File: src/rtl/hit_pkt_asm.sv
module hit_pkt_asm #(
  parameter int ADDR_W     = 16,
  parameter int TOA_W      = 14,
  parameter int TOT_W      = 10,
  parameter int FTOA_W     = 4,
  parameter int LT_W       = 16,
  parameter int TMR_W      = 48,
  parameter int SEC_CYCLES = 40_000_000,
  parameter logic [3:0] HIT_HDR = 4'hB,
  parameter logic [3:0] TMR_HDR = 4'h4
) (
  input  logic                                      clk,
  input  logic                                      rst_n,
  input  logic                                      sync_i,
  input  logic                                      hit_valid_i,
  output logic                                      hit_ready_o,
  input  logic [ADDR_W-1:0]                         hit_addr_i,
  input  logic [TOA_W-1:0]                          hit_toa_i,
  input  logic [TOT_W-1:0]                          hit_tot_i,
  input  logic [FTOA_W-1:0]                         hit_ftoa_i,
  output logic                                      pkt_valid_o,
  input  logic                                      pkt_ready_i,
  output logic [4+ADDR_W+TOA_W+TOT_W+FTOA_W+LT_W-1:0] pkt_data_o
);
  localparam int PKT_W = 4 + ADDR_W + TOA_W + TOT_W + FTOA_W + LT_W;
  localparam int PAD_W = PKT_W - 4 - TMR_W;
  localparam int SEC_W = $clog2(SEC_CYCLES + 1);
  localparam logic [SEC_W-1:0] SEC_LAST = SEC_W'(SEC_CYCLES - 1);

  logic [TMR_W-1:0] tmr_q;
  logic [TMR_W-1:0] snap_q;
  logic [SEC_W-1:0] sec_q;
  logic             pend_q;
  logic             tick;
  logic             out_free;

  assign tick        = !sync_i && (sec_q == SEC_LAST);
  assign out_free    = !pkt_valid_o || pkt_ready_i;
  assign hit_ready_o = out_free && !pend_q;

  always_ff @(posedge clk) begin
    if (!rst_n || sync_i) begin
      tmr_q <= '0;
      sec_q <= '0;
    end else begin
      tmr_q <= tmr_q + 1'b1;
      sec_q <= tick ? '0 : sec_q + 1'b1;
    end
  end

  always_ff @(posedge clk) begin
    if (!rst_n) begin
      pend_q <= 1'b0;
      snap_q <= '0;
    end else begin
      pend_q <= tick || (pend_q && !out_free);
      if (tick) snap_q <= tmr_q;
    end
  end

  always_ff @(posedge clk) begin
    if (!rst_n) begin
      pkt_valid_o <= 1'b0;
      pkt_data_o  <= '0;
    end else if (out_free) begin
      if (pend_q) begin
        pkt_valid_o <= 1'b1;
        pkt_data_o  <= {TMR_HDR, {PAD_W{1'b0}}, snap_q};
      end else if (hit_valid_i) begin
        pkt_valid_o <= 1'b1;
        pkt_data_o  <= {HIT_HDR, hit_addr_i, hit_toa_i, hit_tot_i, hit_ftoa_i,
                        tmr_q[TOA_W +: LT_W]};
      end else begin
        pkt_valid_o <= 1'b0;
      end
    end
  end
endmodule

File: config.mk
export PLATFORM = sky130hd
export DESIGN_NAME = hit_pkt_asm
export DESIGN_NICKNAME = d
export VERILOG_FILES = /design/src/rtl/hit_pkt_asm.sv
export SDC_FILE = /design/constraint.sdc
export NUM_CORES = 1
export LEC_CHECK = 0
export CORE_ASPECT_RATIO = 1.5
export CORE_UTILIZATION = 57
export DETAILED_ROUTE_END_ITERATION = 12
export DONT_BUFFER_PORTS = 1
export PLACE_DENSITY = 0.75
export SYNTH_ARGS = -nofsm -noshare
export SYNTH_HDL_FRONTEND = slang
export SYNTH_SLANG_ARGS = --single-unit
File: constraint.sdc
create_clock -name clk -period 2.24 [get_ports clk]
set_input_delay 0.224 -clock clk [delete_from_list [all_inputs] [get_ports clk]]
set_output_delay 0.224 -clock clk [all_outputs]
set_load 0.02 [all_outputs]
==> out/metrics.csv <==
stage,metric,value,unit
cts,CTS root buffer,clkbuf_16,
synthesis,synthesized instance count,908,
worst_setup_path,worst-path maximum fanout,10,
worst_setup_path,reg2reg start,tmr_q[21]$_SDFF_PP0_,
synthesis,synthesized area per cell,8.800,um^2
route,drt via density,5.965,
synthesis,ys async rst share,0,%
cells_and_area,fin area,0.009249,mm^2
synthesis,Post-synth EDFFs,0,
cts,Clock Pin Slew Worst Setup and Hold Paths,70,ps
cts,Clock Latency Late Sink,420,ps
placed_design,Detail Placement HPWL,11.82,mm
worst_setup_path,WS Path Type,register to register,
worst_setup_path,CP cell instances,nand4_1 > or3_4 > or4_4 > or4_1 > a21oi_1,
route,Final ANT Viol Nets,0,
pwr,Leakage Power,3.456,nW
timing,pins over their slew limit,0,
grt,global-route wire length before repair,29.71,mm
synthesis,register bit total from synthesis,186,
worst_setup_path,CP Launch Type,register,
flow_run,maxcap violations,0,
timing,fmax,0.4573,GHz
grt,Congestion Overflow GR,0,
cells_and_area,filler cell count,1067,
worst_setup_path,crit path from,tmr_q[21]$_SDFF_PP0_,
route,routed len/inst,17.09,um
worst_setup_path,worst reg-to-reg setup slack,50,ps
timing,Period minus WS final,2187,ps
pwr,"IR drop worst, VDD",0.5793,mV
grt,grt met2 use,46.73,%
timing,fin crit share,97.62,%
grt,largest net degree at the start of global routing,163,
worst_setup_path,worst reg2reg endpoint,tmr_q[45]$_SDFF_PP0_,
synthesis,share of the synthesized area in the top cell type,46.60,%
worst_setup_path,"slowest stage cell, crit path",or4_4,
synthesis,Synth area leader,dfxtp_1,
synthesis,YS warnings,0,
route,vias post-DR,6603,
cts,CTS sink cnt,186,
cells_and_area,layout cell share with drive strength beyond 1,9.947,%
floorplanning,Die ar.,0.01451,mm^2
worst_setup_path,CP Capture Type,register,
placed_design,placed cells,1036,
timing,slew of the pin with the lowest slew margin,1216,ps
floorplanning,Ports,115,
grt,antenna violations before repair,0,
synthesis,Post-Syn Area,0.007990,mm^2
synthesis,library cells used by synthesis,41,
floorplanning,Die Ht,147.0,um
floorplanning,DIE WIDTH,98.67,um
grt,met3 usage,4.520,%
timing,final hold slack,-17.43,ps
timing,setup violators final,0,
placed_design,Placer Congestion,0.8344,
worst_setup_path,CP required,2580,ps
cells_and_area,n_diodes,0,
worst_setup_path,Worst path max stage delay,600,ps
cts,H-tree depth,4,
cts,CTS Buf Count,17,
grt,gr usage total,25.22,%
route,DRC,0,
synthesis,"count leader, synth",dfxtp_1,
grt,met1 Use GR,28.75,%
synthesis,most frequent cells after synthesis,"dfxtp_1 (186), nand2_1 (138), nand3_1 (78)",
floorplanning,Initial Util,58.76,%
floorplanning,number of core rows,52,
grt,vias in the first global route,6274,
cells_and_area,Non-Filler Instances,1107,
grt,Most Crowded Layer GR,met2,
pwr,Pwr per Cell Area,721.9,mW/mm^2
timing,Max-Slew Margin vs Limit,18.86,%
route,final WL,18.92,mm
placed_design,area of placed instances,0.008254,mm^2
floorplanning,core box area,0.01360,mm^2
synthesis,ranking of synthesized cells by area,"dfxtp_1 (47%), nand2_1 (6.5%), o211a_1 (6.0%), mux2i_1 (5.9%), nand3_1 (4.9%)",
worst_setup_path,Worst Setup EP,tmr_q[45]$_SDFF_PP0_,
hold_path,Hold WC Path Type,primary input to register,
route,drt initial violations,388,
timing,clk_skew,9.358,ps
cts,Max clock buf depth,2,
synthesis,Synth Flop Type,dfxtp_1,
outcome,failing checks,negative hold slack,
route,TritonRoute pass-1 iters,7,
placed_design,number of I/O port buffers,0,
synthesis,Syn Nets,959,
cells_and_area,Syn-to-layout area delta,15.75,%
outcome,status,"finished, violations left",
worst_setup_path,R2R depth,5,
timing,"Hold Vio Cnt, Final",4,
cells_and_area,Nets,983,
cts,TritonCTS clock tree,yes,
worst_setup_path,Worst Path Arrival,2520,ps
synthesis,part of the Yosys area used for sequential elements,46.60,%
## area by class of cell
class / count / area, um^2 / share of cell area, %
flip-flops and latches: 186 / 3741 / 40.45
well taps: 162 / 202.7 / 2.192
multi-input cells: 644 / 3991 / 43.15
inverters: 7 / 26.28 / 0.2841
repair buffers: 76 / 718.2 / 7.765
clock inverters: 13 / 116.4 / 1.258
clock buffers: 19 / 452.9 / 4.897
## cells by family (layout without fill, tap and decap cells)
logic type | Yosys count | in the layout | share of synthesized area (%)
adders and majority gates | 2 | 2 | 0.3131
xor gates and xnor gates | 56 | 56 | 6.138
AOI/OAI and AO/OA | 141 | 141 | 12.70
DFF | 186 | 186 | 46.60
buffers and inverters | 79 | 115 | 4.024
and+or+nand+nor | 397 | 398 | 24.33
muxes | 47 | 47 | 5.888
## worst min-delay path by stage
stage / startpoint / endpoint / slack (ps) / depth (start not counted)
6_report: rst_n / snap_q[46]$_SDFFE_PN0P_ / -20 / 2
5_1_grt: rst_n / snap_q[14]$_SDFFE_PN0P_ / -0.4 / 2
4_1_cts: rst_n / pkt_data_o[47]$_SDFFE_PN0P_ / -80 / 1
3_5_place_dp: rst_n / pkt_data_o[47]$_SDFFE_PN0P_ / 370 / 1
3_3_place_gp: hit_valid_i / pkt_valid_o$_SDFFE_PN0P_ / 360 / 1
2_1_floorplan: hit_valid_i / pkt_valid_o$_SDFFE_PN0P_ / 360 / 1
## power by group
part / switching [mW] / total, mW / internal, mW
clock: 1.28 / 2.88 / 1.60
sequential: 0.153 / 3.54 / 3.38
combinational: 0.150 / 0.261 / 0.111
## layout by cell type (no fill, tap or decap), types with 4 or more instances in the layout
master,n
dlygate4sd3_1,36
nor3_1,13
a21oi_1,13
o211ai_1,5
and3_1,8
o21ai_0,54
buf_4,36
nand3b_1,13
xor2_1,24
nor4_1,13
dfxtp_1,178
nand4_1,18
inv_1,7
xnor2_1,32
nand3_1,78
or3_1,8
clkbuf_16,17
nand2_1,138
or4_1,4
a21boi_0,13
and2_1,4
nor2_1,65
and4_1,14
o211a_1,48
dfxtp_2,5
clkinv_2,4
mux2i_1,47
## what timing repair did
item,in CTS,in global routing
setup buffers,0,1
endpoints found under the setup margin,0,42
hold endpoints to repair,111,81
hold buffers,25,12
gates resized for setup,0,6
## worst max-delay path: cells and delay by family (launching register included)
| family | cells | cell delay, ps |
|---|---|---|
| flops | 1 | 350 |
| compound gates | 1 | 150 |
| simple gates | 4 | 1600 |
## per-layer routing
| metal | vias up | wire length (um) |
|---|---|---|
| li1 | 3239 | - |
| met1 | 3162 | 7548 |
| met2 | 180 | 10180 |
| met3 | 22 | 862 |
| met4 | 0 | 327 |
| met5 | - | 0 |
## registers in the layout, summed over array words and instances, names as in the netlist
name and cells:
sec_q 26, pend_q 1, tmr_q 48, snap_q 48, pkt_data_o 62, pkt_valid_o 1
## per-stage QoR
step	hold slack [ps]	total power, mW	setup WS [ps]	utilization (%)	setup TNS [ps]
4_1_cts	-80.57	6.683	18.90	66.73	0
6_report	-17.43	6.676	53.33	68.02	0
3_5_place_dp	371.6	3.827	24.49	60.70	0
5_1_grt	-0.4264	6.902	-37.34	68.02	-37.34
2_1_floorplan	356.5	3.808	-4.307	-	-4.307
3_3_place_gp	360.3	3.808	62.76	60.70	0
Power figures use the tool's default switching activity.
